File: config.mk
export PLATFORM = sky130hd
export DESIGN_NAME = wdw_watchdog
export DESIGN_NICKNAME = d
export VERILOG_FILES = /design/src/rtl/wdw_pkg.sv /design/src/rtl/wdw_kick_sync.sv /design/src/rtl/wdw_window_timer.sv /design/src/rtl/wdw_alarm_timer.sv /design/src/rtl/wdw_watchdog.sv
export SDC_FILE = /design/constraint.sdc
export NUM_CORES = 1
export LEC_CHECK = 0
export BUFFER_PORTS_ARGS = -buffer_cell sky130_fd_sc_hd__buf_2
export CORE_MARGIN = 10
export CORE_UTILIZATION = 35
export CTS_CLUSTER_SIZE = 8
export DETAILED_ROUTE_END_ITERATION = 8
export MAX_ROUTING_LAYER = met4
export PLACE_DENSITY = 0.55
export SLEW_MARGIN = 20
export SYNTH_ARGS = -nofsm -noshare
export SYNTH_HDL_FRONTEND = slang
export SYNTH_HIERARCHICAL = 1
export SYNTH_SLANG_ARGS = --single-unit
File: constraint.sdc
create_clock -name clk -period 9.4 [get_ports clk]
set_clock_uncertainty 0.2 [all_clocks]
set_input_delay 0.47 -clock clk [delete_from_list [all_inputs] [get_ports clk]]
set_output_delay 0.47 -clock clk [all_outputs]
set_load 0.01 [all_outputs]
File: src/rtl/wdw_pkg.sv
package wdw_pkg;

    // Width of the programmable period counts.
    localparam int unsigned PERIOD_W    = 24;
    // The fault pulse is the slow count divided by 2**PULSE_SHIFT.
    localparam int unsigned PULSE_SHIFT = 3;
    // Depth of the kick synchronizer.
    localparam int unsigned SYNC_DEPTH  = 2;

    typedef logic [PERIOD_W-1:0] period_t;

    typedef enum logic [1:0] {
        WD_OFF   = 2'd0,
        WD_WATCH = 2'd1,
        WD_ALARM = 2'd2
    } wd_state_e;

    // Verdict of the window timer for the current cycle.
    typedef struct packed {
        logic early;   // kick inside the minimum spacing
        logic expire;  // maximum spacing ran out
    } win_verdict_t;

    // Fault pulse length, never shorter than one cycle.
    function automatic period_t alarm_len(period_t slow);
        period_t len;
        len = slow >> PULSE_SHIFT;
        return (len == '0) ? period_t'(1) : len;
    endfunction

endpackage

File: src/rtl/wdw_kick_sync.sv
module wdw_kick_sync
    import wdw_pkg::*;
#(
    parameter int unsigned STAGES = SYNC_DEPTH
) (
    input  logic clk,
    input  logic rst,
    input  logic kick_i,
    output logic kick_fell_o
);

    logic [STAGES-1:0] sync_q;
    logic              hist_q;

    always_ff @(posedge clk) begin
        if (rst) begin
            sync_q <= '1;
            hist_q <= 1'b1;
        end else begin
            for (int i = STAGES - 1; i > 0; i--) begin
                sync_q[i] <= sync_q[i-1];
            end
            sync_q[0] <= kick_i;
            hist_q    <= sync_q[STAGES-1];
        end
    end

    assign kick_fell_o = hist_q & ~sync_q[STAGES-1];

    // One falling transition yields exactly one event cycle.
    assert_single_event_R3: assert property (@(posedge clk) disable iff (rst)
        kick_fell_o |=> !kick_fell_o);

endmodule

File: src/rtl/wdw_window_timer.sv
module wdw_window_timer
    import wdw_pkg::*;
(
    input  logic         clk,
    input  logic         rst,
    input  logic         clear_i,
    input  logic         run_i,
    input  logic         kick_i,
    input  period_t      fast_i,
    input  period_t      slow_i,
    output win_verdict_t verdict_o
);

    period_t elapsed_q;
    logic    seen_q;

    always_ff @(posedge clk) begin
        if (rst || clear_i) begin
            elapsed_q <= '0;
            seen_q    <= 1'b0;
        end else if (run_i) begin
            if (kick_i) begin
                elapsed_q <= '0;
                seen_q    <= 1'b1;
            end else begin
                elapsed_q <= elapsed_q + period_t'(1);
            end
        end
    end

    always_comb begin
        verdict_o.early  = run_i & kick_i & seen_q & (elapsed_q < fast_i);
        verdict_o.expire = run_i & ~kick_i & (elapsed_q >= slow_i - period_t'(1));
    end

    // While timing, the elapsed count stays inside the slow window.
    assert_window_bound_R4: assert property (@(posedge clk) disable iff (rst)
        run_i |-> (elapsed_q < slow_i));

    // A cleared timer starts a new window with no prior kick.
    assert_clear_fresh_R8: assert property (@(posedge clk) disable iff (rst)
        clear_i |=> (elapsed_q == '0) && !seen_q);

endmodule

File: src/rtl/wdw_alarm_timer.sv
module wdw_alarm_timer
    import wdw_pkg::*;
(
    input  logic    clk,
    input  logic    rst,
    input  logic    run_i,
    input  period_t len_i,
    output logic    done_o
);

    period_t held_q;

    always_ff @(posedge clk) begin
        if (rst || !run_i) begin
            held_q <= '0;
        end else begin
            held_q <= held_q + period_t'(1);
        end
    end

    assign done_o = run_i & (held_q >= len_i - period_t'(1));

    // The pulse never outlasts its computed length.
    assert_pulse_bound_R7: assert property (@(posedge clk) disable iff (rst)
        run_i |-> (held_q < len_i));

endmodule

File: src/rtl/wdw_watchdog.sv
module wdw_watchdog
    import wdw_pkg::*;
(
    input  logic                clk,
    input  logic                rst,
    input  logic                arm_i,
    input  logic                wd_disable_i,
    input  logic                kick_i,
    input  logic [PERIOD_W-1:0] fast_period_i,
    input  logic [PERIOD_W-1:0] slow_period_i,
    output logic                fault_n_o
);

    wd_state_e    state_q;
    logic         active;
    logic         kick_evt;
    logic         pulse_done;
    win_verdict_t verdict;
    period_t      pulse_len;

    assign active    = arm_i & ~wd_disable_i;
    assign pulse_len = alarm_len(slow_period_i);

    wdw_kick_sync #(.STAGES(SYNC_DEPTH)) u_sync (
        .clk         (clk),
        .rst         (rst),
        .kick_i      (kick_i),
        .kick_fell_o (kick_evt)
    );

    wdw_window_timer u_window (
        .clk       (clk),
        .rst       (rst),
        .clear_i   (state_q != WD_WATCH),
        .run_i     (state_q == WD_WATCH),
        .kick_i    (kick_evt),
        .fast_i    (fast_period_i),
        .slow_i    (slow_period_i),
        .verdict_o (verdict)
    );

    wdw_alarm_timer u_alarm (
        .clk    (clk),
        .rst    (rst),
        .run_i  (state_q == WD_ALARM),
        .len_i  (pulse_len),
        .done_o (pulse_done)
    );

    always_ff @(posedge clk) begin
        if (rst || !active) begin
            state_q <= WD_OFF;
        end else begin
            unique case (state_q)
                WD_OFF:   state_q <= WD_WATCH;
                WD_WATCH: if (verdict.early || verdict.expire) state_q <= WD_ALARM;
                WD_ALARM: if (pulse_done) state_q <= WD_WATCH;
                default:  state_q <= WD_OFF;
            endcase
        end
    end

    assign fault_n_o = (state_q != WD_ALARM);

    // Inactive cycles force the output high from the next edge.
    assert_inactive_high_R1: assert property (@(posedge clk) disable iff (rst)
        !active |=> fault_n_o);

    // Leaving the idle state never goes straight into a fault.
    assert_start_clean_R2: assert property (@(posedge clk) disable iff (rst)
        (state_q == WD_OFF) |=> fault_n_o);

    // Every fault has an early kick or an expired window behind it.
    assert_fault_cause_R5: assert property (@(posedge clk) disable iff (rst)
        $fell(fault_n_o) |-> $past(verdict.early || verdict.expire));

    // The output is released only by a finished pulse or by going inactive.
    assert_release_cause_R9: assert property (@(posedge clk) disable iff (rst)
        $rose(fault_n_o) |-> $past(pulse_done || !active));

endmodule

==> flow_summary.ini <==
[power]
leakage_nw = 2.19
p_int_uw = 357
power.share.combinational = 0.132
powerDensity_mw_per_mm2 = 89.0
pwr-share-clk = 0.397
p_seq_frac = 0.471
ir_worst_vdd_v = 0.0000709
p_sw_uw = 129
power_switching_share = 0.266

[die]
start_util = 0.356
dieWidth_um = 139
core_area_mm2 = 0.0139
dieArea_mm2 = 0.0193
ioPinCount = 54
fp.dieH_um = 139
rows = 43

[sta]
rsz0062_at_grt = false
finalSetupViolations = 0
max_freq_ghz = 0.221
hold_viol = 0
finalCritPeriodShare = 0.481
hold_ws_ps = 139
tns_ps = 0
slew_violations = 0
slew-limit-headroom = 0.393
period_needed_ps = 4520
tightest_slew_ps = 910

[detailed_routing]
wl_met3_um = 455
firstDrtPassIters = 5
vias = 4177
drt-wirelength-per-cell_um = 14.4
wl_mm = 11.9
route.detailed.drc = 0
route.met2.wl_mm = 5.93
wl_met1_mm = 5.40
vias_per_cell = 5.06
first_iter_violations = 165
antenna_left = 0
highest_layer = met4

[logic_synthesis]
netlist_area_mm2 = 0.00495
synth_cells = 609
synthTopCellsByArea = dfxtp_1 (22%), ha_1 (19%), xnor2_1 (10%)
synth_seq_area_share = 0.218
yosysWarnings = 6
synthTopCellsByCount = ha_1 (75), nor2_1 (66), xnor2_1 (59)
avgSynthCellArea_um2 = 8.13
synth.most_common_cell = ha_1
synth_edf_count = 0
synth_top_flop_cell = dfxtp_1
ys_ff_latch = 54
synthArstFlopShare = 0
ys_types = 57
synth_area_leader_cell = dfxtp_1
synth_top_area_share = 0.218

[critical_path]
critPathKind = in2reg
crit_chain = buf_2, nor4_1, and3_1, a31o_1, inv_1, ha_1, nand2_1, or4_1, nor4_2, xnor2_1, ha_1, nand4_1, nor4_1, a311oi_1, a21boi_0, nor2b_1, o32a_1, nor4b_2
worstPathRequired_ps = 9420
cp.arrival_ps = 4540
cp_top_family = simple AND/OR/NAND/NOR gates
cp_num_buf_inv = 2
worst-path-max-fanout = 8
slowest_delay_ps = 640
end_kind = flop
critical_path.slowest_cell = or4_1
cp-start-kind = input pin

[clocking]
postCtsSetupRepairBufs = 0
cts_tree = built
clk_path_buf_depth = 2
path_clk_slew_ps = 70
clkLatencyLatePin_ps = 310
root_buffer = clkbuf_16
htreeDepth = 2
cts_sinks = 54
cts_inserted_buffers = 5
postCtsHoldBufs = 0
postCtsResizedCells = 0

[worst_hold_path]
worstHoldPathType = in2reg

[layout]
final_area_mm2 = 0.00547
fin_util = 0.394
area_growth_pct = 10.5
finalNetCount = 770
drive_above_1_share = 0.143

[global_route]
antenna_found_initial = 2
grt_pass1_wl_mm = 20.1
grt_pass1_vias = 4147
gr-usage-all-layers = 0.126
grt-ovfl-total = 0
grt_max_degree = 25

[place]
dp_hpwl_mm = 9.88
place.port_buffers = 53
dpl-instance-area_mm2 = 0.00532
gp_congestion = 0.866

[run_status]
status = finished clean

[run]
max_cap_viol_count = 0
cell type report:
cell class / count / area, um^2
well taps: 180 / 225
clock buffers: 6 / 129
repair buffers: 53 / 265
flip-flops and latches: 54 / 1080
multi-input cells: 484 / 3580
diodes: 2 / 5.00
clock inverters: 2 / 17.5
fillers: 1434 / 8410
inverters: 44 / 165
per-stage QoR:
stage	power, mW	worst slack [ps]	instances
finish	0.487	4880	825
global route	0.513	4570	825
CTS	0.496	4910	823
detailed placement	0.299	4640	815
global placement	0.297	4800	815
floorplan	0.275	5420	614
layout by cell type, fill, tap and decap left out, types with 16 or more instances in the layout:
cell,Yosys,layout
o21ai_0,16,16
nor2_1,66,66
xor2_1,24,24
nand4_1,17,17
inv_1,43,43
dfxtp_1,54,54
ha_1,75,75
nor3_1,24,24
nand2_1,35,35
a21oi_1,37,37
buf_2,1,53
xnor2_1,59,59
power groups by stage:
stage,sequential [mW],clock (mW),combinational (mW)
2_1_floorplan,0.235,0,0.0398
3_3_place_gp,0.235,0,0.0621
3_5_place_dp,0.235,0,0.0645
6_report,0.230,0.193,0.0642
5_1_grt,0.230,0.210,0.0735
4_1_cts,0.229,0.202,0.0650
worst reg2reg max path, stage by stage (launching register included):
cell and delay (ps):
dfxtp_1 380, ha_1 330, nand2_1 70, or3_1 310
o221ai_1 230, a311oi_1 120, a21boi_0 430, nor2b_1 110
o32a_1 210, nor4b_2 210
flip-flops by register name, indices dropped and copies added (netlist names):
signal / cells
u_alarm/held_q: 24
state_q: 2
u_sync/sync_q: 2
u_sync/hist_q: 1
u_window/seen_q: 1
u_window/elapsed_q: 24
worst paths after layout:
check | start | end | depth (start not counted) | slack (ps)
max | slow_period_i[6] | state_q[0]$_SDFFE_PP0P_ | 18 | 4880
min | kick_i | u_sync/sync_q[0]$_SDFF_PP1_ | 2 | 140
max reg2reg | u_alarm/held_q[7]$_SDFF_PP0_ | state_q[0]$_SDFFE_PP0P_ | 9 | 6720
min reg2reg | u_sync/sync_q[0]$_SDFF_PP1_ | u_sync/sync_q[1]$_SDFF_PP1_ | 1 | 210
metal layers:
metal / vias to the layer above / track usage
li1: 2190 / -
met4: 0 / 0.0236
met5: - / -
met1: 1922 / 0.143
met2: 55 / 0.222
met3: 10 / 0.0284
logic make-up (layout without fill, tap and decap cells):
family | count (synthesis) | after routing | share of synthesized area
adder cells (fa/ha/maj) | 75 | 75 | 0.190
flip-flops | 54 | 54 | 0.218
AO/OA/AOI/OAI | 81 | 81 | 0.0989
AND/OR/NAND/NOR | 239 | 239 | 0.284
buffers and inverters | 76 | 105 | 0.0617
XOR/XNOR | 83 | 83 | 0.147
other | 1 | 8 | 0.000758
Power figures use the tool's default switching activity.
